<file path="src/rtl/seg_xlate_pkg.sv">
package seg_xlate_pkg;

    localparam int SX_SEG_W = 3;
    localparam int SX_OFF_W = 10;
    localparam int SX_PA_W  = 16;

    typedef enum logic [1:0] {
        ACC_READ  = 2'b00,
        ACC_WRITE = 2'b01,
        ACC_EXEC  = 2'b10,
        ACC_RSVD  = 2'b11
    } acc_kind_e;

    typedef enum logic [1:0] {
        CAUSE_RANGE   = 2'b00,
        CAUSE_DISABLE = 2'b01,
        CAUSE_LIMIT   = 2'b10,
        CAUSE_ACCESS  = 2'b11
    } fault_cause_e;

    typedef enum logic {
        ST_IDLE   = 1'b0,
        ST_RESULT = 1'b1
    } xl_state_e;

    localparam int PERM_R = 0;
    localparam int PERM_W = 1;
    localparam int PERM_X = 2;
    localparam int PERM_N = 3;

endpackage

</file>
<file path="src/rtl/seg_xlate_table.sv">
module seg_xlate_table
    import seg_xlate_pkg::*;
#(
    parameter int SEG_W = SX_SEG_W,
    parameter int OFF_W = SX_OFF_W,
    parameter int PA_W  = SX_PA_W
) (
    input  logic              clk,
    input  logic              rst_n,
    input  logic              wr_en,
    input  logic              wr_len_sel,
    input  logic [SEG_W-1:0]  wr_idx,
    input  logic [PA_W-1:0]   wr_base,
    input  logic [OFF_W:0]    wr_limit,
    input  logic              wr_ok,
    input  logic [PERM_N-1:0] wr_perm,
    input  logic [SEG_W:0]    wr_len,
    input  logic [SEG_W-1:0]  rd_idx,
    output logic [PA_W-1:0]   rd_base,
    output logic [OFF_W:0]    rd_limit,
    output logic              rd_ok,
    output logic [PERM_N-1:0] rd_perm,
    output logic [SEG_W:0]    len_q
);
    localparam int NUM_SEG = 1 << SEG_W;

    logic [PA_W-1:0]   base_q  [NUM_SEG];
    logic [OFF_W:0]    limit_q [NUM_SEG];
    logic              ok_q    [NUM_SEG];
    logic [PERM_N-1:0] perm_q  [NUM_SEG];

    // length register: reset to zero, so no segment is legal
    always_ff @(posedge clk) begin
        if (!rst_n) begin
            len_q <= '0;
        end else if (wr_en && wr_len_sel) begin
            len_q <= wr_len;
        end
    end

    // one register set per entry
    for (genvar g = 0; g < NUM_SEG; g++) begin : g_entry
        logic hit;
        assign hit = wr_en && !wr_len_sel && (wr_idx == SEG_W'(g));

        always_ff @(posedge clk) begin
            if (!rst_n) begin
                base_q[g]  <= '0;
                limit_q[g] <= '0;
                ok_q[g]    <= 1'b0;
                perm_q[g]  <= '0;
            end else if (hit) begin
                base_q[g]  <= wr_base;
                limit_q[g] <= wr_limit;
                ok_q[g]    <= wr_ok;
                perm_q[g]  <= wr_perm;
            end
        end
    end

    // read port sees the pre-edge contents
    always_comb begin
        rd_base  = base_q[rd_idx];
        rd_limit = limit_q[rd_idx];
        rd_ok    = ok_q[rd_idx];
        rd_perm  = perm_q[rd_idx];
    end

endmodule

</file>
<file path="src/rtl/seg_xlate_check.sv">
module seg_xlate_check
    import seg_xlate_pkg::*;
#(
    parameter int SEG_W = SX_SEG_W,
    parameter int OFF_W = SX_OFF_W,
    parameter int PA_W  = SX_PA_W
) (
    input  logic [SEG_W-1:0]  seg,
    input  logic [OFF_W-1:0]  off,
    input  logic [1:0]        acc,
    input  logic [SEG_W:0]    len,
    input  logic [PA_W-1:0]   base,
    input  logic [OFF_W:0]    limit,
    input  logic              ok,
    input  logic [PERM_N-1:0] perm,
    output logic              fault,
    output fault_cause_e      cause,
    output logic [PA_W-1:0]   paddr
);
    logic range_bad;
    logic dis_bad;
    logic lim_bad;
    logic acc_bad;

    always_comb begin
        range_bad = {1'b0, seg} >= len;
        dis_bad   = !ok;
        lim_bad   = {1'b0, off} >= limit;
        unique case (acc_kind_e'(acc))
            ACC_READ:  acc_bad = !perm[PERM_R];
            ACC_WRITE: acc_bad = !perm[PERM_W];
            ACC_EXEC:  acc_bad = !perm[PERM_X];
            ACC_RSVD:  acc_bad = 1'b1;
            default:   acc_bad = 1'b1;
        endcase
    end

    // priority: range, enable, limit, access
    always_comb begin
        fault = 1'b1;
        cause = CAUSE_RANGE;
        paddr = '0;
        if (range_bad) begin
            cause = CAUSE_RANGE;
        end else if (dis_bad) begin
            cause = CAUSE_DISABLE;
        end else if (lim_bad) begin
            cause = CAUSE_LIMIT;
        end else if (acc_bad) begin
            cause = CAUSE_ACCESS;
        end else begin
            fault = 1'b0;
            paddr = base + PA_W'(off);
        end
    end

endmodule

</file>
<file path="src/rtl/seg_xlate_ctrl.sv">
module seg_xlate_ctrl
    import seg_xlate_pkg::*;
#(
    parameter int PA_W = SX_PA_W
) (
    input  logic            clk,
    input  logic            rst_n,
    input  logic            req_valid,
    input  logic            chk_fault,
    input  fault_cause_e    chk_cause,
    input  logic [PA_W-1:0] chk_paddr,
    output logic            rsp_valid,
    output logic            rsp_fault,
    output logic [1:0]      rsp_cause,
    output logic [PA_W-1:0] rsp_paddr
);
    xl_state_e state_q;
    xl_state_e state_d;

    logic            fault_q;
    fault_cause_e    cause_q;
    logic [PA_W-1:0] paddr_q;

    // T_ACCEPT / T_DRAIN
    always_comb begin
        unique case (state_q)
            ST_IDLE:   state_d = req_valid ? ST_RESULT : ST_IDLE;
            ST_RESULT: state_d = req_valid ? ST_RESULT : ST_IDLE;
            default:   state_d = ST_IDLE;
        endcase
    end

    always_ff @(posedge clk) begin
        if (!rst_n) begin
            state_q <= ST_IDLE;
        end else begin
            state_q <= state_d;
        end
    end

    // result capture on accept, cleared on drain
    always_ff @(posedge clk) begin
        if (!rst_n) begin
            fault_q <= 1'b0;
            cause_q <= CAUSE_RANGE;
            paddr_q <= '0;
        end else if (req_valid) begin
            fault_q <= chk_fault;
            cause_q <= chk_cause;
            paddr_q <= chk_paddr;
        end else begin
            fault_q <= 1'b0;
            cause_q <= CAUSE_RANGE;
            paddr_q <= '0;
        end
    end

    always_comb begin
        rsp_valid = (state_q == ST_RESULT);
        rsp_fault = fault_q;
        rsp_cause = cause_q;
        rsp_paddr = paddr_q;
    end

endmodule

</file>
<file path="src/rtl/seg_xlate_unit.sv">
module seg_xlate_unit
    import seg_xlate_pkg::*;
#(
    parameter int SEG_W = SX_SEG_W,
    parameter int OFF_W = SX_OFF_W,
    parameter int PA_W  = SX_PA_W
) (
    input  logic             clk,
    input  logic             rst_n,
    input  logic             req_valid,
    input  logic [SEG_W-1:0] req_seg,
    input  logic [OFF_W-1:0] req_off,
    input  logic [1:0]       req_acc,
    input  logic             cfg_we,
    input  logic             cfg_len_sel,
    input  logic [SEG_W-1:0] cfg_idx,
    input  logic [PA_W-1:0]  cfg_base,
    input  logic [OFF_W:0]   cfg_limit,
    input  logic             cfg_ok,
    input  logic [2:0]       cfg_perm,
    input  logic [SEG_W:0]   cfg_len,
    output logic             rsp_valid,
    output logic             rsp_fault,
    output logic [1:0]       rsp_cause,
    output logic [PA_W-1:0]  rsp_paddr
);
    logic [PA_W-1:0]   ent_base;
    logic [OFF_W:0]    ent_limit;
    logic              ent_ok;
    logic [PERM_N-1:0] ent_perm;
    logic [SEG_W:0]    tbl_len;

    logic              chk_fault;
    fault_cause_e      chk_cause;
    logic [PA_W-1:0]   chk_paddr;

    seg_xlate_table #(.SEG_W(SEG_W), .OFF_W(OFF_W), .PA_W(PA_W)) u_table (
        .clk        (clk),
        .rst_n      (rst_n),
        .wr_en      (cfg_we),
        .wr_len_sel (cfg_len_sel),
        .wr_idx     (cfg_idx),
        .wr_base    (cfg_base),
        .wr_limit   (cfg_limit),
        .wr_ok      (cfg_ok),
        .wr_perm    (cfg_perm),
        .wr_len     (cfg_len),
        .rd_idx     (req_seg),
        .rd_base    (ent_base),
        .rd_limit   (ent_limit),
        .rd_ok      (ent_ok),
        .rd_perm    (ent_perm),
        .len_q      (tbl_len)
    );

    seg_xlate_check #(.SEG_W(SEG_W), .OFF_W(OFF_W), .PA_W(PA_W)) u_check (
        .seg   (req_seg),
        .off   (req_off),
        .acc   (req_acc),
        .len   (tbl_len),
        .base  (ent_base),
        .limit (ent_limit),
        .ok    (ent_ok),
        .perm  (ent_perm),
        .fault (chk_fault),
        .cause (chk_cause),
        .paddr (chk_paddr)
    );

    seg_xlate_ctrl #(.PA_W(PA_W)) u_ctrl (
        .clk       (clk),
        .rst_n     (rst_n),
        .req_valid (req_valid),
        .chk_fault (chk_fault),
        .chk_cause (chk_cause),
        .chk_paddr (chk_paddr),
        .rsp_valid (rsp_valid),
        .rsp_fault (rsp_fault),
        .rsp_cause (rsp_cause),
        .rsp_paddr (rsp_paddr)
    );

endmodule

</file>
<file path="config.mk">
export PLATFORM = sky130hd
export DESIGN_NAME = seg_xlate_unit
export DESIGN_NICKNAME = d
export VERILOG_FILES = /design/src/rtl/seg_xlate_pkg.sv /design/src/rtl/seg_xlate_table.sv /design/src/rtl/seg_xlate_check.sv /design/src/rtl/seg_xlate_ctrl.sv /design/src/rtl/seg_xlate_unit.sv
export SDC_FILE = /design/constraint.sdc
export NUM_CORES = 1
export LEC_CHECK = 0
export ABC_AREA = 1
export ABC_CLOCK_PERIOD_IN_PS = 4350
export BUFFER_PORTS_ARGS = -buffer_cell sky130_fd_sc_hd__buf_2
export CORE_ASPECT_RATIO = 1.1
export CORE_MARGIN = 2
export CORE_UTILIZATION = 35
export CTS_BUF_LIST = sky130_fd_sc_hd__clkbuf_4 sky130_fd_sc_hd__clkbuf_8
export DETAILED_ROUTE_END_ITERATION = 6
export PLACE_DENSITY = 0.55
export SYNTH_ARGS = -nofsm -noshare
export SYNTH_HDL_FRONTEND = slang
export SYNTH_SLANG_ARGS = --single-unit
</file>
<file path="constraint.sdc">
create_clock -name clk -period 4.35 [get_ports clk]
set_clock_uncertainty 0.1 [all_clocks]
set_input_delay 0.6525 -clock clk [delete_from_list [all_inputs] [get_ports clk]]
set_output_delay 0.6525 -clock clk [all_outputs]
set_load 0.01 [all_outputs]
</file>
==> flow_metrics.tcl <==
set metrics [dict create \
    rrSetupSlack_ps 1810 \
    port_buffers 77 \
    fin_cells 1866 \
    gr-total-overflow 0 \
    worstPathArrival_ps 3350 \
    cts_setup_buffers 0 \
    ant_nets 0 \
    die_w_um 184.2 \
    drt_pass1_iterations 5 \
    fmax_mhz 333.2 \
    place_congestion 0.7948 \
    met1_usage_pct 23.94 \
    synth_cells 1267 \
    end_kind "flip-flop" \
    drive_gt1_share_pct 14.95 \
    cts_resized 0 \
    core_um2 35220 \
    syn2layout_area_growth_pct 15.01 \
    syn-num-nets 1349 \
    die_h_um 202.3 \
    h-tree-depth 2 \
    period_minus_slack_ps 3001 \
    cts_sinks 272 \
    setup_viol 0 \
    maxCapViolCount 0 \
    p_leak_nw 5.787 \
    track_usage_pct 18.70 \
    peakVddDrop_uv 181.0 \
    cpMaxStageDelayCell "ha_1" \
    p_total_mw 5.986 \
    r2r-start "u_table.limit_q[1][5]" \
    fillers 3503 \
    clk_pin_slew_ps 60 \
    synth_area_leader_cell "edfxtp_1" \
    hold_viol 0 \
    timing.hold.ws_ps 251.2 \
    rsz0062_at_grt "no" \
    synth_edf_count 247 \
    ys_seq_area_share_pct 63.31 \
    grt_busiest_layer "met2" \
    numCtsBuffers 46 \
    finalCritPeriodShare_pct 68.99 \
    grt_pass1_vias 9199 \
    vias_per_cell 4.962 \
    whs_endpoint "u_table.len_q[0]" \
    tightest_slew_ps 798.0 \
    drt_wl_total_um 34260 \
    route.detailed.drc 0 \
    cpPeakStageDelay_ps 330 \
    met2_usage_pct 31.66 \
    crit_fanout 19 \
    path_buf_inv 3 \
    ys_ff_latch 272 \
    cts_tree "built" \
    placed_cells 1783 \
    reg2regPathDepth 14 \
    yosysWarnings 0 \
    synth_ff_type "edfxtp_1" \
    path_cells "buf_2 -> inv_2 -> buf_4 -> o21ai_0 -> o22ai_1 -> o21ai_0 -> ha_1 -> nand2_1 -> nor2_1 -> nand3_1 -> nand3b_1 -> nand3_1 -> nand2_1 -> nand2_1 -> nand2_1 -> nand3_4 -> nor2_1" \
    hold_path.class "input port to flip-flop" \
    grt_start_max_net_pins 73 \
    synth_common_cells "nor2_1, edfxtp_1, nand2_1, o21ai_0, inv_1" \
    wire_per_inst_um 18.36 \
    drt_iter0_drc 631 \
    cts_root_buf "clkbuf_8" \
    postCtsHoldBufs 0 \
    fin_util_pct 40.83 \
    initial_core_util_pct 35.50 \
    grt_use_met3_pct 3.225 \
    place_hpwl_um 19750 \
    slew-limit-headroom_pct 46.39 \
    cp_common_cell "nand2_1" \
    setup_tns_ps 0 \
    dieArea_um2 37260 \
    synthMostInstantiatedCell "nor2_1" \
    min_from "cfg_len[0]" \
    nNetsFinal 1432 \
    status "finished, final reports clean" \
    synth.area.top_cells "edfxtp_1, nor2_1, o21ai_0" \
    clk_latency_ps 570 \
    vias 9260 \
    p_per_area_nw_per_um2 416.2 \
    synth_area_um2 12510 \
    syn_area_per_cell_um2 9.870 \
    grt_pass1_wl_um 52690 \
    n_antenna_cell 0 \
    slew_viol_final 0 \
    crit_family "simple AND/OR/NAND/NOR gates" \
    setup.worst_path.class "input port to flip-flop" \
    min_path_cells 3 \
    io_pins 78 \
    cts_buffer_depth 3 \
    r2r-end "u_ctrl.rsp_paddr[14]" \
    antenna_found_initial 1 \
    required_ps 4690 \
    synth_top_area_share_pct 59.31 \
    yosys.cell_types.count 38 \
    cp-start-kind "input port" \
    rows 72 \
    async_flop_share_pct 0 \
]
-- metrics by stage --
step / area [um^2] / setup slack (ps)
6_report: 14380 / 1349
5_1_grt: 14380 / 965.7
4_1_cts: 14380 / 1336
3_5_place_dp: 13440 / 723.0
3_3_place_gp: 13440 / 792.6
2_1_floorplan: 12510 / 581.3
-- flip-flops by register name (all words and copies together) (netlist names) --
signal            cells
u_table.base_q      128
u_ctrl.rsp_valid      1
u_ctrl.rsp_fault      1
u_table.ok_q          8
u_ctrl.rsp_cause      2
u_table.perm_q       24
u_table.limit_q      88
u_ctrl.rsp_paddr     16
u_table.len_q         4
-- tightest hold or removal path: stages --
cell and delay, ps:
buf_2 70, o21ai_0 70, nor2_1 70
-- power breakdown --
part | total (mW) | switching, mW | internal, mW
sequential | 3.03 | 0.0368 | 3.00
combinational | 0.622 | 0.427 | 0.194
clock | 2.33 | 1.01 | 1.32
total | 5.99 | 1.48 | 4.51
-- cell families after synthesis --
logic type | share of synthesized area (%)
AO/OA/AOI/OAI | 9.215
flip-flops | 63.31
XOR/XNOR | 0.7704
adder cells (fa/ha/maj) | 2.461
AND/OR/NAND/NOR | 18.94
buffers and inverters | 5.303
-- layout make-up --
type                       count  area [um^2]  share of cell area (%)
inverter                      80        305.3                   2.123
sequential                   272         7918                   55.05
clock inverter                10        71.32                  0.4959
multi-input combinational    842         3961                   27.54
timing repair buffer         108        658.1                   4.576
tap                          481        601.8                   4.184
clock buffer                  73        867.1                   6.029
-- placed cells by master (no fill, tap or decap), types with 3 or more instances in the layout --
master,Yosys,final
nor2_1,424,424
buf_2,13,76
xor2_1,5,5
edfxtp_1,247,247
dfxtp_1,25,25
nand2_1,124,124
o22ai_1,22,22
clkinv_2,0,3
clkbuf_4,0,22
buf_4,4,29
o21ai_0,124,122
ha_1,23,23
nor2_2,12,12
inv_1,78,78
xnor2_1,6,6
a21o_1,3,3
buf_12,0,3
o221ai_1,10,10
nand4_1,4,4
a31oi_1,11,11
o21ai_1,5,5
clkinv_1,0,5
clkbuf_8,0,51
o211ai_1,3,3
a21oi_1,18,18
nand3_1,35,35
-- metal layers --
layer  part of all wire, %  vias up
met4                   2.8        2
met5                 0.038        -
met2                    49      274
met1                    43     4457
li1                      -     4444
met3                   5.3       83
-- worst max-delay path by stage --
stage | start | to | slack, ps | depth (start not counted)
after floorplan | cfg_we | u_table.base_q[5][0] | 580 | 4
after global placement | req_seg[1] | u_ctrl.rsp_paddr[14] | 790 | 17
after detailed placement | req_seg[1] | u_ctrl.rsp_paddr[14] | 720 | 17
after CTS | req_seg[1] | u_ctrl.rsp_paddr[14] | 1340 | 17
after global routing | req_seg[0] | u_ctrl.rsp_paddr[13] | 970 | 17
final | req_seg[1] | u_ctrl.rsp_paddr[14] | 1350 | 17
No activity file was read; power rests on OpenSTA's default activity.
